### src/rtl/loop_pkg.sv
package loop_pkg;
  typedef enum logic [3:0] {
    S_IDLE, S_OC_A, S_OC_D, S_OC_W, S_IC_A, S_IC_D, S_IC_W,
    S_WLO, S_WHI, S_WEND, S_DONE
  } st_e;

  typedef enum logic [2:0] {
    WT_P0_RELOAD, WT_P1_CHAIN, WT_PC_CHAIN, WT_P1_RELOAD, WT_PC_JUMP
  } wtask_e;

  localparam logic [3:0] OFS_CNT  = 4'd4;
  localparam logic [3:0] OFS_LINK = 4'd2;
  localparam logic [3:0] OFS_PC   = 4'd6;
  localparam logic [3:0] OFS_P1   = 4'd8;
  localparam int         BYTE_W   = 8;
  localparam int         WORD_W   = 2 * BYTE_W;
endpackage

### src/rtl/loop_addr_gen.sv
module loop_addr_gen #(
  parameter int ADDR_W = 16
) (
  input  logic [ADDR_W-1:0] ptr0_i,
  input  logic [ADDR_W-1:0] ptr1_i,
  input  logic              sel_p1_i,
  input  logic [3:0]        ofs_i,
  input  logic              hi_i,
  output logic [ADDR_W-1:0] addr_o
);
  logic [ADDR_W-1:0] base;
  always_comb begin
    base   = sel_p1_i ? ptr1_i : ptr0_i;
    // base - offset (+1 for the high byte), modulo 2^ADDR_W
    addr_o = base - ADDR_W'(ofs_i) + ADDR_W'(hi_i);
  end
endmodule

### src/rtl/loop_word_asm.sv
module loop_word_asm #(
  parameter int ADDR_W = 16
) (
  input  logic              clk_i,
  input  logic              rst_ni,
  input  logic              cap_lo_i,
  input  logic [7:0]        rdata_i,
  output logic [ADDR_W-1:0] word_o
);
  localparam int WORD_W = loop_pkg::WORD_W;
  logic [7:0]        lo_q;
  logic [WORD_W-1:0] full;

  always_ff @(posedge clk_i or negedge rst_ni) begin
    if (!rst_ni)       lo_q <= '0;
    else if (cap_lo_i) lo_q <= rdata_i;
  end

  always_comb begin
    full   = {rdata_i, lo_q};
    word_o = full[ADDR_W-1:0];
  end
endmodule

### src/rtl/loop_seq.sv
module loop_seq
  import loop_pkg::*;
#(
  parameter int ADDR_W = 16
) (
  input  logic              clk_i,
  input  logic              rst_ni,
  input  logic              start_i,
  input  logic              jump_i,
  input  logic [ADDR_W-1:0] ptr0_i,
  input  logic [ADDR_W-1:0] ptr1_i,
  input  logic [7:0]        rdata_i,
  input  logic [ADDR_W-1:0] word_i,
  output logic [ADDR_W-1:0] p0_o,
  output logic [ADDR_W-1:0] p1_o,
  output logic [ADDR_W-1:0] pc_o,
  output logic              pc_load_o,
  output logic              done_o,
  output logic              busy_o,
  output logic              re_o,
  output logic              we_o,
  output logic [7:0]        wdata_o,
  output logic              sel_p1_o,
  output logic [3:0]        ofs_o,
  output logic              hi_o,
  output logic              cap_lo_o
);
  st_e               st_q;
  wtask_e            tk_q;
  logic [ADDR_W-1:0] p0_q, p1_q, pc_q;
  logic [7:0]        cnt_q;
  logic              jmp_q, pc_upd_q;

  always_ff @(posedge clk_i or negedge rst_ni) begin
    if (!rst_ni) begin
      st_q     <= S_IDLE;
      tk_q     <= WT_P0_RELOAD;
      p0_q     <= '0;
      p1_q     <= '0;
      pc_q     <= '0;
      cnt_q    <= '0;
      jmp_q    <= 1'b0;
      pc_upd_q <= 1'b0;
    end else begin
      unique case (st_q)
        S_IDLE: if (start_i) begin
          p0_q     <= ptr0_i;
          p1_q     <= ptr1_i;
          jmp_q    <= jump_i;
          pc_upd_q <= 1'b0;
          st_q     <= S_OC_A;
        end
        S_OC_A: st_q <= S_OC_D;
        S_OC_D: if (rdata_i == 8'd0) begin
          tk_q <= WT_P0_RELOAD;
          st_q <= S_WLO;
        end else begin
          cnt_q <= rdata_i - 8'd1;
          st_q  <= S_OC_W;
        end
        S_OC_W: st_q <= S_IC_A;
        S_IC_A: st_q <= S_IC_D;
        S_IC_D: if (rdata_i == 8'd0) begin
          tk_q <= WT_P1_RELOAD;
          st_q <= S_WLO;
        end else begin
          cnt_q <= rdata_i - 8'd1;
          st_q  <= S_IC_W;
        end
        S_IC_W: if (jmp_q) begin
          tk_q <= WT_PC_JUMP;
          st_q <= S_WLO;
        end else begin
          st_q <= S_DONE;
        end
        S_WLO: st_q <= S_WHI;
        S_WHI: st_q <= S_WEND;
        S_WEND: begin
          unique case (tk_q)
            WT_P0_RELOAD: begin
              p0_q <= word_i;
              tk_q <= WT_P1_CHAIN;
              st_q <= S_WLO;
            end
            WT_P1_CHAIN: begin
              p1_q <= word_i;
              tk_q <= WT_PC_CHAIN;
              st_q <= S_WLO;
            end
            WT_P1_RELOAD: begin
              p1_q <= word_i;
              if (jmp_q) begin
                tk_q <= WT_PC_JUMP;
                st_q <= S_WLO;
              end else begin
                st_q <= S_DONE;
              end
            end
            default: begin
              pc_q     <= word_i;
              pc_upd_q <= 1'b1;
              st_q     <= S_DONE;
            end
          endcase
        end
        S_DONE:  st_q <= S_IDLE;
        default: st_q <= S_IDLE;
      endcase
    end
  end

  logic w_state;
  always_comb begin
    w_state   = (st_q == S_WLO) || (st_q == S_WHI) || (st_q == S_WEND);
    re_o      = (st_q == S_OC_A) || (st_q == S_IC_A) ||
                (st_q == S_WLO) || (st_q == S_WHI);
    we_o      = (st_q == S_OC_W) || (st_q == S_IC_W);
    wdata_o   = cnt_q;
    hi_o      = (st_q == S_WHI);
    cap_lo_o  = (st_q == S_WHI);
    done_o    = (st_q == S_DONE);
    busy_o    = (st_q != S_IDLE);
    pc_load_o = done_o && pc_upd_q;
    sel_p1_o  = 1'b0;
    ofs_o     = OFS_CNT;
    if (st_q == S_IC_A || st_q == S_IC_D || st_q == S_IC_W) sel_p1_o = 1'b1;
    if (w_state) begin
      unique case (tk_q)
        WT_P0_RELOAD: begin sel_p1_o = 1'b0; ofs_o = OFS_LINK; end
        WT_P1_CHAIN:  begin sel_p1_o = 1'b0; ofs_o = OFS_P1;   end
        WT_PC_CHAIN:  begin sel_p1_o = 1'b0; ofs_o = OFS_PC;   end
        WT_P1_RELOAD: begin sel_p1_o = 1'b1; ofs_o = OFS_LINK; end
        default:      begin sel_p1_o = 1'b1; ofs_o = OFS_PC;   end
      endcase
    end
    p0_o = p0_q;
    p1_o = p1_q;
    pc_o = pc_q;
  end
endmodule

### src/rtl/loop_ctrl.sv
module loop_ctrl #(
  parameter int ADDR_W = 16
) (
  input  logic              clk_i,
  input  logic              rst_ni,
  input  logic              start_i,
  input  logic              jump_i,
  input  logic [ADDR_W-1:0] ptr0_i,
  input  logic [ADDR_W-1:0] ptr1_i,
  output logic [ADDR_W-1:0] ptr0_o,
  output logic [ADDR_W-1:0] ptr1_o,
  output logic [ADDR_W-1:0] pc_o,
  output logic              pc_load_o,
  output logic              done_o,
  output logic              busy_o,
  output logic              mem_re_o,
  output logic              mem_we_o,
  output logic [ADDR_W-1:0] mem_addr_o,
  output logic [7:0]        mem_wdata_o,
  input  logic [7:0]        mem_rdata_i
);
  localparam int MAX_AW = loop_pkg::WORD_W;
  if (ADDR_W > MAX_AW || ADDR_W < 4) begin : g_bad_aw
    initial $error("loop_ctrl: ADDR_W out of range");
  end

  logic              sel_p1, hi, cap_lo;
  logic [3:0]        ofs;
  logic [ADDR_W-1:0] word;

  loop_seq #(.ADDR_W(ADDR_W)) u_seq (
    .clk_i     (clk_i),
    .rst_ni    (rst_ni),
    .start_i   (start_i),
    .jump_i    (jump_i),
    .ptr0_i    (ptr0_i),
    .ptr1_i    (ptr1_i),
    .rdata_i   (mem_rdata_i),
    .word_i    (word),
    .p0_o      (ptr0_o),
    .p1_o      (ptr1_o),
    .pc_o      (pc_o),
    .pc_load_o (pc_load_o),
    .done_o    (done_o),
    .busy_o    (busy_o),
    .re_o      (mem_re_o),
    .we_o      (mem_we_o),
    .wdata_o   (mem_wdata_o),
    .sel_p1_o  (sel_p1),
    .ofs_o     (ofs),
    .hi_o      (hi),
    .cap_lo_o  (cap_lo)
  );

  loop_addr_gen #(.ADDR_W(ADDR_W)) u_agen (
    .ptr0_i   (ptr0_o),
    .ptr1_i   (ptr1_o),
    .sel_p1_i (sel_p1),
    .ofs_i    (ofs),
    .hi_i     (hi),
    .addr_o   (mem_addr_o)
  );

  loop_word_asm #(.ADDR_W(ADDR_W)) u_wasm (
    .clk_i    (clk_i),
    .rst_ni   (rst_ni),
    .cap_lo_i (cap_lo),
    .rdata_i  (mem_rdata_i),
    .word_o   (word)
  );
endmodule

### config.mk
export PLATFORM = sky130hd
export DESIGN_NAME = loop_ctrl
export DESIGN_NICKNAME = d
export VERILOG_FILES = /design/src/rtl/loop_pkg.sv /design/src/rtl/loop_addr_gen.sv /design/src/rtl/loop_word_asm.sv /design/src/rtl/loop_seq.sv /design/src/rtl/loop_ctrl.sv
export SDC_FILE = /design/constraint.sdc
export NUM_CORES = 1
export LEC_CHECK = 0
export ABC_AREA = 1
export ABC_CLOCK_PERIOD_IN_PS = 3500
export BUFFER_PORTS_ARGS = -buffer_cell sky130_fd_sc_hd__buf_4
export CORE_MARGIN = 8
export CORE_UTILIZATION = 48
export CTS_CLUSTER_SIZE = 30
export DETAILED_ROUTE_END_ITERATION = 10
export PLACE_DENSITY = 0.78
export SLEW_MARGIN = 20
export SYNTH_ARGS = -nofsm -noshare
export SYNTH_HDL_FRONTEND = slang
export SYNTH_SLANG_ARGS = --single-unit
### constraint.sdc
create_clock -name clk_i -period 3.5 [get_ports clk_i]
set_clock_uncertainty 0.15 [all_clocks]
set_input_delay 0.7 -clock clk_i [delete_from_list [all_inputs] [get_ports clk_i]]
set_output_delay 0.7 -clock clk_i [all_outputs]
set_load 0.01 [all_outputs]
==> flow_metrics.env <==
export IMPL_status="complete, but fails checks"
export IMPL_violations="negative setup slack"
export IMPL_min_path_type="flop to flop"
export IMPL_portBuffers=120
export IMPL_clkTransAtPathRegs_ns=0.09
export IMPL_critPathArrivalTime_ns=3.11
export IMPL_first_pass_iters=6
export IMPL_crit_required_ns=2.65
export IMPL_wl_met2_um=7850
export IMPL_final_cell_mix="nand2_1, buf_4, dfrtp_1"
export IMPL_ant_nets=0
export IMPL_fin_ws_ns=-0.462
export IMPL_instances_no_fill=869
export IMPL_finalHoldViolCount=0
export IMPL_track_usage_pct=22.3
export IMPL_period_share_pct=113
export IMPL_drv_slew=0
export IMPL_ys_seq_area_share_pct=41.3
export IMPL_n_antenna_cell=0
export IMPL_cts_tree="done"
export IMPL_die_area_um2=12600
export IMPL_gp_congestion=0.970
export IMPL_rsz0062_at_grt="true"
export IMPL_cp_start_kind="flop"
export IMPL_hold_start="u_seq.pc_o[4]"
export IMPL_grt_max_degree=74
export IMPL_hold_worst_slack_ns=0.334
export IMPL_grt_antenna_before_repair=0
export IMPL_syn_area_um2=4430
export IMPL_clock_path_buffers=2
export IMPL_area_growth_pct=49.6
export IMPL_top_layer_used="met4"
export IMPL_setup_viol=13
export IMPL_wl_per_cell_um=17.6
export IMPL_crit_chain="inv_2, nor2_4, nand2_4, nand3_4, nand2_8, nand2_8, buf_6, nand2_2, o21ai_4, inv_2, ha_4, nand2_1, nand2_2, inv_1, o21ai_1, a21oi_2, o21ai_1, xor2_1, buf_4"
export IMPL_cts_root_buf="clkbuf_8"
export IMPL_fin_nets=816
export IMPL_cp_max_fo=8
export IMPL_fp_dieH_um=112
export IMPL_finalCriticalPeriod_ns=3.96
export IMPL_dr_total_vias=4762
export IMPL_fmax_mhz=252
export IMPL_place_hpwl_um=10600
export IMPL_ys_ff_latch=73
export IMPL_syn_avg_cell_area_um2=7.48
export IMPL_crit_buf_inv=5
export IMPL_final_layout_size_suffix_gt1_share_pct=39.1
export IMPL_setup_worst_path_class="flop to output port"
export IMPL_drtIter0Drc=399
export IMPL_ys_types=35
export IMPL_finalSetupTns_ns=-3.74
export IMPL_worst_pin_slew_ns=0.934
export IMPL_insertion_delay_ns=0.35
export IMPL_cp_slowest_cell="dfrtp_1"
export IMPL_post_place_cells=833
export IMPL_grt_ovfl_total=0
export IMPL_synth_nets=655
export IMPL_chipWidth_um=112
export IMPL_grt_first_pass_wirelength_um=22900
export IMPL_cts_sinks=73
export IMPL_viasPerCell=5.48
export IMPL_hold_buffers=0
export IMPL_drt_total_wl_um=15300
export IMPL_regToRegStartpoint="u_seq.st_q[3]"
export IMPL_synth_top_area_cell="dfrtp_1"
export IMPL_h_tree_depth=3
export IMPL_slew_headroom_pct=37.8
export IMPL_start_util_pct=48.6
export IMPL_worst_path_largest_cell_delay_ns=0.41
export IMPL_synthCells=592
export IMPL_yosysWarnings=0
export IMPL_drt_met1_wl_um=5990
export IMPL_grt_pass1_vias=4697
export IMPL_core_area_um2=9110
export IMPL_met3_length_um=1050
export IMPL_maxCapViolations=0
export IMPL_drcViolationCount=0
export IMPL_rows=35
export IMPL_crit_path_start="u_seq.st_q[3]"
export IMPL_cp_top_family="simple AND/OR/NAND/NOR gates"
export IMPL_synthTopCellsByArea="dfrtp_1, nand2_1, inv_1"
export IMPL_cts_buffers=9
export IMPL_yosysTopAreaCellShare_pct=41.3
export IMPL_pin_count=121
export IMPL_layout_commonest_cell="nand2_1"
export IMPL_crit_path_end_kind="output port"
-- worst register-to-register path: stages (launching register included) --
cell	delay [ns]
dfrtp_1	0.41
inv_2	0.08
nor2_4	0.16
nand2_4	0.10
buf_4	0.27
inv_1	0.10
buf_4	0.23
nand3_1	0.12
nand2_1	0.40
buf_4	0.33
nor2_1	0.07
a31oi_1	0.15
-- through the flow --
step	area (um^2)	util (%)	setup WS (ns)
2_1_floorplan	4440	-	0.0140
5_1_grt	6620	72.7	-0.524
3_3_place_gp	5600	61.5	-0.00149
3_5_place_dp	5600	61.5	-0.120
6_report	6620	72.7	-0.462
4_1_cts	6250	68.6	-0.241
-- state kept, by name, summed over array words and instances, names as in the netlist --
register        cells
u_seq.pc_o         16
u_seq.p0_o         16
u_seq.p1_o         16
u_seq.tk_q          3
u_seq.st_q          4
u_wasm.lo_q         8
u_seq.jmp_q         1
u_seq.wdata_o       8
u_seq.pc_upd_q      1
-- synth_stat cells --
cell type and number:
nand2_1 190, dfrtp_1 73, inv_1 69, nor2_1 55
a31oi_1 36, o21ai_0 33, nand3_1 21, ha_1 19
a21oi_1 16, o21ai_2 10, xor2_1 10, buf_2 9
clkbuf_1 6, xnor2_1 5, buf_6 4, nor3_1 4
o21bai_1 4, a21o_1 3, nand4_1 3, nor2_2 3
o211ai_1 3, nand2_2 2, nand3b_1 2, and2_1 1
and3_1 1, buf_4 1, inv_2 1, nand2_4 1
nand3_2 1, nand3_4 1, nor3_2 1, nor4_1 1
o21a_1 1, o221ai_1 1, o31ai_4 1
-- area by class of cell --
cell class              instances  area (um^2)
clock inverters                 5         77.6
repair buffers                169         1350
clock buffers                  11          151
inverters                      70          263
fillers                       689         2490
well taps                     111          139
multi-input cells             430         2810
flip-flops and latches         73         1830
-- final timing paths --
kind,endpoint,slack [ns],cells after the start
max,mem_addr_o[12],-0.46,19
min,u_seq.pc_o[4],0.33,2
min in group asynchronous,u_seq.pc_o[3],0.34,1
max in group asynchronous,u_seq.st_q[1],2.22,1
min reg2reg,u_seq.pc_o[4],0.33,2
max reg2reg,u_seq.p1_o[13],0.86,11
-- layer usage --
metal / track usage [%] / up-vias
met4: 8.72 / 0
li1: - / 2241
met1: 26.7 / 2274
met5: 0 / -
met2: 39.1 / 210
met3: 3.97 / 37
-- cell families after synthesis --
family	synth area share [%]
compound gates	15.1
fa+ha+maj	5.37
xor+xnor	2.97
buf+inv	8.65
simple gates	26.6
flops	41.3
-- timing repair --
action,4_1_cts,5_1_grt
buffers inserted,7,12
cloned,1,1
setup endpoints to repair,14,13
gates resized for setup,72,63
pin swaps,25,42
Power is not shown: default switching activity piles up to over one toggle a cycle in this logic, so the estimate is an artifact.
